File: src/rtl/sk_xfade_pkg.sv
package sk_xfade_pkg;
  // number of blended pixels per key transition
  localparam int unsigned XF_STEPS = 4;
  // level 0 = internal only, LVL_MAX = external only
  localparam int unsigned LVL_MAX  = XF_STEPS + 1;
  localparam int unsigned LVL_W    = $clog2(LVL_MAX + 1);
  // weights are counted in units of 1/WT_FULL
  localparam int unsigned WT_FULL  = 2 * XF_STEPS;
  localparam int unsigned WT_SHIFT = $clog2(WT_FULL);
  localparam int unsigned WT_W     = WT_SHIFT + 1;

  typedef logic [LVL_W-1:0] lvl_t;
  typedef logic [WT_W-1:0]  wt_t;

  typedef enum logic [1:0] {
    LV_HOLD,
    LV_UP,
    LV_DOWN
  } lv_move_e;

  // odd-eighths ladder: 0, 1, 3, 5, 7, 8 for four steps
  function automatic wt_t lvl_to_wt(input lvl_t lvl);
    if (lvl == '0) begin
      return '0;
    end else if (int'(lvl) >= int'(LVL_MAX)) begin
      return wt_t'(WT_FULL);
    end else begin
      return wt_t'(2 * int'(lvl) - 1);
    end
  endfunction
endpackage

File: src/rtl/sk_delay_line.sv
module sk_delay_line #(
  parameter int unsigned WIDTH = 1,
  parameter int unsigned DEPTH = 1
) (
  input  logic             clk,
  input  logic             rst_n,
  input  logic [WIDTH-1:0] d_i,
  output logic [WIDTH-1:0] q_o
);
  logic [DEPTH-1:0][WIDTH-1:0] stg_q;
  logic [DEPTH-1:0][WIDTH-1:0] stg_d;

  always_comb begin
    stg_d[0] = d_i;
    for (int i = 1; i < int'(DEPTH); i++) begin
      stg_d[i] = stg_q[i-1];
    end
  end

  always_ff @(posedge clk or negedge rst_n) begin
    if (!rst_n) begin
      stg_q <= '0;
    end else begin
      stg_q <= stg_d;
    end
  end

  assign q_o = stg_q[DEPTH-1];
endmodule

File: src/rtl/sk_blend_ctrl.sv
module sk_blend_ctrl
  import sk_xfade_pkg::*;
(
  input  logic clk,
  input  logic rst_n,
  input  logic tgt_i,
  output lvl_t lvl_o,
  output wt_t  wt_o
);
  lvl_t     lvl_q;
  lvl_t     lvl_d;
  lv_move_e move;

  always_comb begin
    move = LV_HOLD;
    if (tgt_i && (int'(lvl_q) < int'(LVL_MAX))) begin
      move = LV_UP;
    end else if (!tgt_i && (lvl_q != '0)) begin
      move = LV_DOWN;
    end
    case (move)
      LV_UP:   lvl_d = lvl_q + lvl_t'(1);
      LV_DOWN: lvl_d = lvl_q - lvl_t'(1);
      default: lvl_d = lvl_q;
    endcase
  end

  always_ff @(posedge clk or negedge rst_n) begin
    if (!rst_n) begin
      lvl_q <= '0;
    end else begin
      lvl_q <= lvl_d;
    end
  end

  assign lvl_o = lvl_q;
  assign wt_o  = lvl_to_wt(lvl_q);
endmodule

File: src/rtl/sk_mixer.sv
module sk_mixer
  import sk_xfade_pkg::*;
#(
  parameter int unsigned DW = 10
) (
  input  logic          clk,
  input  logic          rst_n,
  input  logic [DW-1:0] enc_i,
  input  logic [DW-1:0] ext_i,
  input  wt_t           wt_i,
  output logic [DW-1:0] mix_o
);
  localparam int unsigned ACC_W = DW + WT_W + 1;
  localparam logic [ACC_W-1:0] RND_ADD = ACC_W'(WT_FULL / 2);
  localparam logic [ACC_W-1:0] SAT_TOP = {{(ACC_W-DW){1'b0}}, {DW{1'b1}}};

  wt_t              inv_wt;
  logic [ACC_W-1:0] enc_term;
  logic [ACC_W-1:0] ext_term;
  logic [ACC_W-1:0] acc;
  logic [ACC_W-1:0] scaled;
  logic [DW-1:0]    mix_d;
  logic [DW-1:0]    mix_q;

  always_comb begin
    inv_wt   = wt_t'(WT_FULL) - wt_i;
    enc_term = ACC_W'(enc_i) * ACC_W'(inv_wt);
    ext_term = ACC_W'(ext_i) * ACC_W'(wt_i);
    acc      = enc_term + ext_term + RND_ADD;
    scaled   = acc >> WT_SHIFT;
    mix_d    = (scaled > SAT_TOP) ? {DW{1'b1}} : scaled[DW-1:0];
  end

  always_ff @(posedge clk or negedge rst_n) begin
    if (!rst_n) begin
      mix_q <= '0;
    end else begin
      mix_q <= mix_d;
    end
  end

  assign mix_o = mix_q;
endmodule

File: src/rtl/soft_key_xfade.sv
module soft_key_xfade
  import sk_xfade_pkg::*;
#(
  parameter int unsigned DW      = 10,
  parameter int unsigned ADV_CYC = 5
) (
  input  logic          clk,
  input  logic          rst_n,
  input  logic          adv_i,
  input  logic          key_i,
  input  logic [DW-1:0] enc_i,
  input  logic [DW-1:0] ext_i,
  output logic [DW-1:0] mix_o
);
  // data waits for the key to lead it by half a blend plus the advance
  localparam int unsigned DATA_DEPTH = ADV_CYC + XF_STEPS / 2 + 2;
  localparam int unsigned PAIR_W     = 2 * DW;

  logic rst_meta;
  logic rst_sync;

  always_ff @(posedge clk or negedge rst_n) begin
    if (!rst_n) begin
      rst_meta <= 1'b0;
      rst_sync <= 1'b0;
    end else begin
      rst_meta <= 1'b1;
      rst_sync <= rst_meta;
    end
  end

  // key capture, registered like a pixel bit
  logic key_q;
  logic key_sel;

  always_ff @(posedge clk or negedge rst_sync) begin
    if (!rst_sync) begin
      key_q <= 1'b0;
    end else begin
      key_q <= key_i;
    end
  end

  if (ADV_CYC == 0) begin : g_no_adv
    assign key_sel = key_q;
  end else begin : g_adv
    logic key_late;
    sk_delay_line #(
      .WIDTH (1),
      .DEPTH (ADV_CYC)
    ) key_dly_i (
      .clk   (clk),
      .rst_n (rst_sync),
      .d_i   (key_q),
      .q_o   (key_late)
    );
    assign key_sel = adv_i ? key_q : key_late;
  end

  // matched pipe for both sample streams
  logic [PAIR_W-1:0] pair_in;
  logic [PAIR_W-1:0] pair_tap;
  logic [DW-1:0]     enc_tap;
  logic [DW-1:0]     ext_tap;

  assign pair_in = {enc_i, ext_i};

  sk_delay_line #(
    .WIDTH (PAIR_W),
    .DEPTH (DATA_DEPTH)
  ) data_dly_i (
    .clk   (clk),
    .rst_n (rst_sync),
    .d_i   (pair_in),
    .q_o   (pair_tap)
  );

  assign enc_tap = pair_tap[PAIR_W-1:DW];
  assign ext_tap = pair_tap[DW-1:0];

  lvl_t lvl;
  wt_t  wt;

  sk_blend_ctrl blend_i (
    .clk   (clk),
    .rst_n (rst_sync),
    .tgt_i (key_sel),
    .lvl_o (lvl),
    .wt_o  (wt)
  );

  sk_mixer #(
    .DW (DW)
  ) mixer_i (
    .clk   (clk),
    .rst_n (rst_sync),
    .enc_i (enc_tap),
    .ext_i (ext_tap),
    .wt_i  (wt),
    .mix_o (mix_o)
  );
endmodule

File: config.mk
export PLATFORM = sky130hd
export DESIGN_NAME = soft_key_xfade
export DESIGN_NICKNAME = d
export VERILOG_FILES = /design/src/rtl/sk_xfade_pkg.sv /design/src/rtl/sk_delay_line.sv /design/src/rtl/sk_blend_ctrl.sv /design/src/rtl/sk_mixer.sv /design/src/rtl/soft_key_xfade.sv
export SDC_FILE = /design/constraint.sdc
export NUM_CORES = 1
export LEC_CHECK = 0
export BUFFER_PORTS_ARGS = -buffer_cell sky130_fd_sc_hd__buf_2
export CORE_AREA = 2 2 127 221
export CTS_BUF_LIST = sky130_fd_sc_hd__clkbuf_4
export DETAILED_ROUTE_END_ITERATION = 10
export DIE_AREA = 0 0 129 223
export PLACE_DENSITY = 0.43
export REMOVE_ABC_BUFFERS = 1
export SLEW_MARGIN = 40
export SYNTH_ARGS = -nofsm -noshare
export SYNTH_HDL_FRONTEND = slang
export SYNTH_HIERARCHICAL = 1
export SYNTH_SLANG_ARGS = --single-unit
File: constraint.sdc
create_clock -name clk -period 6.5 [get_ports clk]
set_input_delay 0.325 -clock clk [delete_from_list [all_inputs] [get_ports clk]]
set_output_delay 0.325 -clock clk [all_outputs]
set_load 0.01 [all_outputs]
==> Yosys cells after proc, flatten, opt, wreduce, memory -nomap -nowiden <==
Cells that the tools add are included.
{ "op_classes": {"n_reduce_logical": 6, "n_shift": 0, "mul": 2, "eq_ne": 2, "bitwise": 0, "muxes": 7, "order_cmp": 3, "n_addsub": 6, "div": 0} }
{ "ops": {"columns": ["operator", "count"], "rows": [
  ["multiplier 10 x 4 -> 14 bit", 2],
  ["adder 14 x 14 -> 15 bit", 1],
  ["adder 15 x 3 -> 15 bit, second input constant", 1],
  ["> comparator 12 x 10 -> 1 bit, second input constant", 1],
  ["2-to-1 mux 10 bit", 1],
  ["2-to-1 mux 4 bit", 2],
  ["case mux 3 bit (2 select lines)", 1],
  ["2-to-1 mux 2 bit", 2],
  ["subtractor 4 x 1 -> 4 bit, second input constant", 1],
  ["subtractor 4 bit, first input constant", 1],
  ["adder 3 x 1 -> 3 bit, second input constant", 1],
  ["greater-or-equal comparator 3 bit, second input constant", 1],
  ["zero test 3 bit", 1],
  ["< comparator 3 bit, second input constant", 1],
  ["nonzero test 3 bit", 1],
  ["subtractor 3 x 1 -> 3 bit, second input constant", 1],
  ["equality test 2 x 1 -> 1 bit, second input constant", 1],
  ["equality test 2 bit, second input constant", 1],
  ["logical AND 1 bit", 2],
  ["nonzero test 2 bit", 1],
  ["zero test 1 bit", 1],
  ["2-to-1 mux 1 bit", 1]
]} }
{ "word_totals": {"ramBits": 0, "input_bits": 24, "latch_bits": 0, "romBits": 0, "mem_count": 0, "output_inout_bits": 10, "regBits": 201, "wordCells": 45} }

==> Depth between registers and ports, before layout <==
{ "depth": {"word_depth": 9, "ltp_mapped": 26} }

==> By module <==
Netlist, hierarchy kept.
{ "modules_own_cells": {"columns": ["mod", "area_per_inst_um2", "seq_area_each_um2", "instances", "cells_per_inst"], "rows": [
  ["sk_delay_line (data_dly_i)", 4504.3, 4504.3, 1, 180],
  ["sk_mixer", 2901.5, 250.2, 1, 314],
  ["sk_blend_ctrl", 326.6, 75.1, 1, 37],
  ["sk_delay_line (g_adv.key_dly_i)", 125.1, 125.1, 1, 5],
  ["soft_key_xfade", 93.8, 75.1, 1, 5]
]} }

==> Worst setup path after synthesis <==
No wires, ideal clock.
{ "synth_path": {"path_kind": "reg2reg", "startpoint": "reg blend_i.lvl_q[0] (netlist: blend_i/lvl_o[0])", "endpoint": "reg mixer_i.mix_q[8] (netlist: mixer_i/mix_o[8])", "required_time_ns": 6.361, "synth_period_minus_slack_ns": 6.004, "arrival_time_ns": 5.865, "setup_time_ns": 0.139, "stages_incl_launch_ff": 25, "path_buffers": 2, "setup_slack_ns": 0.496, "cell_sequence": "dfrtp_1 > inv_1 > ha_1 > nor2_1 > a21oi_1 > inv_1 > clkbuf_1 > clkbuf_1 > inv_1 > ha_1 > xnor2_1 > and2_1 > fa_1 > fa_1 > fa_1 > inv_1 > fa_1 > inv_1 > ha_1 > a21oi_2 > o21ai_2 > o21a_1 > or4_4 > a32oi_4 > o211ai_2"} }
{ "synth_via": {"elab_chain_len": 9} }
{ "synth_lines": {"columns": ["element", "line_no", "source"], "rows": [
  ["start: declaration", "sk_blend_ctrl.sv:10", "lvl_t lvl_q;"],
  ["start signal: assignment", "sk_blend_ctrl.sv:32", "lvl_q <= lvl_d;"],
  ["greater-or-equal comparator 3 bit", "sk_xfade_pkg.sv:25", "end else if (int'(lvl) >= int'(LVL_MAX)) begin"],
  ["2-to-1 mux 4 bit", "sk_xfade_pkg.sv:25", null],
  ["2-to-1 mux 4 bit *", "sk_xfade_pkg.sv:23", "if (lvl == '0) begin"],
  ["via wt[0]", "soft_key_xfade.sv:82", "wt_t wt;"],
  ["subtractor 4 bit", "sk_mixer.sv:26", "inv_wt = wt_t'(WT_FULL) - wt_i;"],
  ["multiplier 10 x 4 -> 14 bit", "sk_mixer.sv:27", "enc_term = ACC_W'(enc_i) * ACC_W'(inv_wt);"],
  ["adder 14 x 14 -> 15 bit *", "sk_mixer.sv:29", "acc = enc_term + ext_term + RND_ADD;"],
  ["adder 15 x 3 -> 15 bit *", "sk_mixer.sv:29", null],
  ["> comparator 12 x 10 -> 1 bit", "sk_mixer.sv:31", "mix_d = (scaled > SAT_TOP) ? {DW{1'b1}} : scaled[DW-1:0];"],
  ["2-to-1 mux 10 bit *", "sk_mixer.sv:31", null],
  ["via mixer_i.mix_d[8]", "sk_mixer.sv:22", "logic [DW-1:0] mix_d;"],
  ["end signal: assignment", "sk_mixer.sv:38", "mix_q <= mix_d;"],
  ["end: declaration", "sk_mixer.sv:23", "logic [DW-1:0] mix_q;"]
]} }
The timed path passes the listed nets; every way through them passes the cells marked *.
A chain may end at the register's enable or synchronous reset.

==> Final worst setup path <==
{ "layout_path": {"startpoint": "reg blend_i.lvl_q[0] (netlist: blend_i/lvl_o[0])", "endpoint": "reg mixer_i.mix_q[3] (netlist: mixer_i/mix_o[3])"} }
{ "layout_via": {"elab_chain_len": 9} }
{ "layout_lines": {"columns": ["element", "line_no"], "rows": [
  ["subtractor 4 x 1 -> 4 bit or greater-or-equal comparator 3 bit (tied branches)", "sk_xfade_pkg.sv:28, sk_xfade_pkg.sv:25"],
  ["2-to-1 mux 4 bit", "sk_xfade_pkg.sv:25"],
  ["2-to-1 mux 4 bit *", "sk_xfade_pkg.sv:23"],
  ["via wt[2]", "soft_key_xfade.sv:82"],
  ["subtractor 4 bit", "sk_mixer.sv:26"],
  ["multiplier 10 x 4 -> 14 bit", "sk_mixer.sv:27"],
  ["adder 14 x 14 -> 15 bit *", "sk_mixer.sv:29"],
  ["adder 15 x 3 -> 15 bit *", "sk_mixer.sv:29"],
  ["> comparator 12 x 10 -> 1 bit", "sk_mixer.sv:31"],
  ["2-to-1 mux 10 bit *", "sk_mixer.sv:31"],
  ["via mixer_i.mix_d[3]", "sk_mixer.sv:22"]
]} }
Marks and branches as above.

==> flow_summary.toml <==
[setup_path]
rr_worst_depth = 23
cpMostUsedCell = "sky130_fd_sc_hd__fa_1"
worstSetupPathType = "reg2reg"
crit_arrival_ns = 6.56
critical_path_cell_count = 23
buffers_plus_inverters_on_the_worst_setup_path = 5
worstPathCellList = "inv_2 > ha_2 > nor2_1 > a21oi_2 > nor2_1 > buf_4 > nor3_1 > xnor2_1 > buf_4 > nor2b_1 > fa_1 > fa_1 > fa_1 > inv_1 > fa_1 > inv_1 > ha_1 > a21oi_2 > o21ai_2 > o21a_1 > or4_4 > a21oi_2 > nand3_1"
timing.critical_path.required_ns = 6.99
end_kind = "flip-flop"
critical_path.top_delay_family = "adder cells"
crit_fanout = 12
critPathSlowestCell = "sky130_fd_sc_hd__or4_4"
stage_delay_of_the_slowest_cell_on_the_critical_path_ns = 0.55
worstSetupStartpointType = "flip-flop"

[drt]
routedWlPerCell_um = 11.7
detail_route.vias_per_cell = 4.01
postRouteAntennaNets = 0
detail_route.drc_violations = 0
detailedRoute.firstIterationViolations = 134
routed_wl_mm = 12.4
routed-via-count = 4226
detail_route.first_pass.iterations = 5

[hold_path]
min_path_type = "reg2async"

[placement]
place.detailed.instances = 950
placement_stage_worst_setup_slack_ns = 0.0989
detailed_place_hpwl_mm = 8.67
io_buffers = 33
gp_routability_congestion = 0.770

[floorplanning]
count_of_pins_on_the_block_boundary = 34
core.rowCount = 80
initial_core_util_pct = 29.3
die_height_um = 223
placeable_core_area_sq_um = 27100
die_area_sq_um = 28800
dieWidth_um = 129

[synth]
synth.mux.area_fraction_pct = 0.441
yosys_register_bits = 201
synth_compound_gate_area_share_pct = 4.26
netlist_area_sq_um = 7950
yosys.area_share.adder_pct = 18.2
post_synth_xor_area_fraction_pct = 1.21
fraction_of_synthesis_flops_using_an_asynchronous_set_or_reset_pin_pct = 100
synth.avg_cell_area_sq_um = 14.7
synthTopCellsByCount = "201 x sky130_fd_sc_hd__dfrtp_1, 68 x sky130_fd_sc_hd__inv_1, 60 x sky130_fd_sc_hd__and2_1"
synth.lib_cells_used.distinct = 47
synth_area_leader_cell = "sky130_fd_sc_hd__dfrtp_1"
synth_enable_flop_cells = 0
synthMostInstantiatedCell = "sky130_fd_sc_hd__dfrtp_1"
ys_dominant_reg_cell = "sky130_fd_sc_hd__dfrtp_1"
number_of_cells_produced_by_synthesis = 541
register_area_share_after_synthesis_pct = 63.3
synth_largest_type_area_fraction_pct = 63.3
combinational_family_with_the_most_area_after_synthesis = "adder cells"
ys.warnings.count = 6
netlist_top_cells_area = "sky130_fd_sc_hd__dfrtp_1 63%, sky130_fd_sc_hd__fa_1 14%, sky130_fd_sc_hd__and2_1 4.7%, sky130_fd_sc_hd__ha_1 4.1%, sky130_fd_sc_hd__inv_1 3.2%"
synth_simple_gate_area_share_pct = 8.87

[grt]
grt_use_total_pct = 9.36
grt_antenna_before_repair = 2
grt.overflow.total = 0
grt_start_max_net_pins = 162
grt_first_pass_wirelength_mm = 21.1
grt_pass1_vias = 4757

[sta]
final_report_setup_violation_count = 0
setup-tns-final_ns = 0
final_min_period_over_clock_period_pct = 93.3
report.final.slew_viol_count = 0
fin_skew_ns = 0.0523
rsz_0062_raised_after_global_routing = "no"
worst_slew_pin_slew_ns = 0.521
layout_setup_ws_ns = 0.433
timing.final.crit_period_ns = 6.07
relSlewSlack_pct = 65.2
hold_viol_final = 0
fmax_mhz = 165

[run]
maxCapViolations = 0

[cts]
clock_tree_from_tritoncts = "built"
cts_htree_levels = 2
worstSkewPairLatency_ns = 0.65
numClockSinks = 201
maximum_count_of_clock_buffers_along_a_single_path = 3
ctsRootBufferMaster = "sky130_fd_sc_hd__clkbuf_4"
clkSlewWorstSetupHoldPaths_ns = 0.08
numCtsBuffers = 46

[finish]
layout_overhead_on_the_synthesized_area_pct = 19.8
final_nets = 759
final_core_util_pct = 35.1
post_route_cells_drive_above_1_share_pct = 20.6
stdcell_count = 1055

[run_status]
run_status = "finished, final reports clean"
[through the flow]
step / hold slack [ns] / instance area, sq um
finish: 0.257 / 9530
global route: 0.248 / 9530
CTS: 0.208 / 9480
detailed placement: 0.115 / 8670
global placement: 0.109 / 8670
floorplan: 0.0294 / 7910
[cell families after synthesis]
family                     Yosys count
AOI/OAI and AO/OA                   45
other                                1
adders and majority gates           82
xor gates and xnor gates            11
and+or+nand+nor                    122
buffers and inverters               76
muxes                                3
DFF                                201
[sequential cells by signal, summed over array words and instances (netlist names)]
signal and flops:
data_dly_i/stg_d 160, data_dly_i/q_o 20, mixer_i/mix_o 10, g_adv.key_dly_i/stg_d 4, blend_i/lvl_o 3, g_adv.key_dly_i/q_o 1
key_q 1, rst_meta 1, rst_sync 1
[layout make-up]
| class | count | area (sq um) |
|---|---|---|
| Fill cell | 2650 | 17600 |
| Sequential cell | 201 | 5030 |
| Multi-Input combinational cell | 264 | 2650 |
| Timing Repair Buffer | 72 | 548 |
| Clock buffer | 65 | 488 |
| Tap cell | 369 | 462 |
| Inverter | 68 | 255 |
| Clock inverter | 15 | 92.6 |
| Antenna cell | 1 | 2.50 |
[placed cells by master, fill, tap and decap left out, types with 6 or more instances in the layout]
cell                            instances
sky130_fd_sc_hd__fa_1                  56
sky130_fd_sc_hd__inv_1                 66
sky130_fd_sc_hd__dlygate4sd3_1         23
sky130_fd_sc_hd__nand3_1               10
sky130_fd_sc_hd__xnor2_1                7
sky130_fd_sc_hd__dfrtp_1              200
sky130_fd_sc_hd__clkinv_1              10
sky130_fd_sc_hd__nand2_1               15
sky130_fd_sc_hd__nor2b_1               11
sky130_fd_sc_hd__buf_4                 14
sky130_fd_sc_hd__buf_2                 33
sky130_fd_sc_hd__ha_1                  25
sky130_fd_sc_hd__a21oi_1               10
sky130_fd_sc_hd__clkbuf_4              65
sky130_fd_sc_hd__and2_1                60
sky130_fd_sc_hd__o21ai_0                6
sky130_fd_sc_hd__nor2_1                11
[repair_timing]
action | CTS | global route
gates resized for setup | 0 | 6
hold endpoints to repair | 23 | 0
setup endpoints to repair | 0 | 10
buffers inserted | 0 | 0
hold buffers | 23 | 0
[routing by layer]
layer / vias to the layer above / track usage [%] / part of all wire (%)
li1: 1942 / - / -
met4: 0 / 6.52 / 5.5
met3: 52 / 2.93 / 5.2
met2: 116 / 17.3 / 57
met1: 2116 / 8.31 / 33
met5: - / 0 / 0
[worst paths after layout]
kind / from / endpoint / slack, ns
worst max-delay path: blend_i/lvl_o[0] / mixer_i/mix_o[3] / 0.43
worst min-delay path: rst_sync / data_dly_i/q_o[19] / 0.26
worst max register to register: blend_i/lvl_o[0] / mixer_i/mix_o[3] / 0.43
worst min register to register: rst_sync / data_dly_i/q_o[19] / 0.26
max in group asynchronous: rst_sync / data_dly_i/stg_d[77] / 5.03
min in group clk: adv_i / blend_i/lvl_o[0] / 0.28
Power is left out: the tool's default activity adds up to more than one toggle a clock period on the data nets, which glitch-free logic cannot reach.
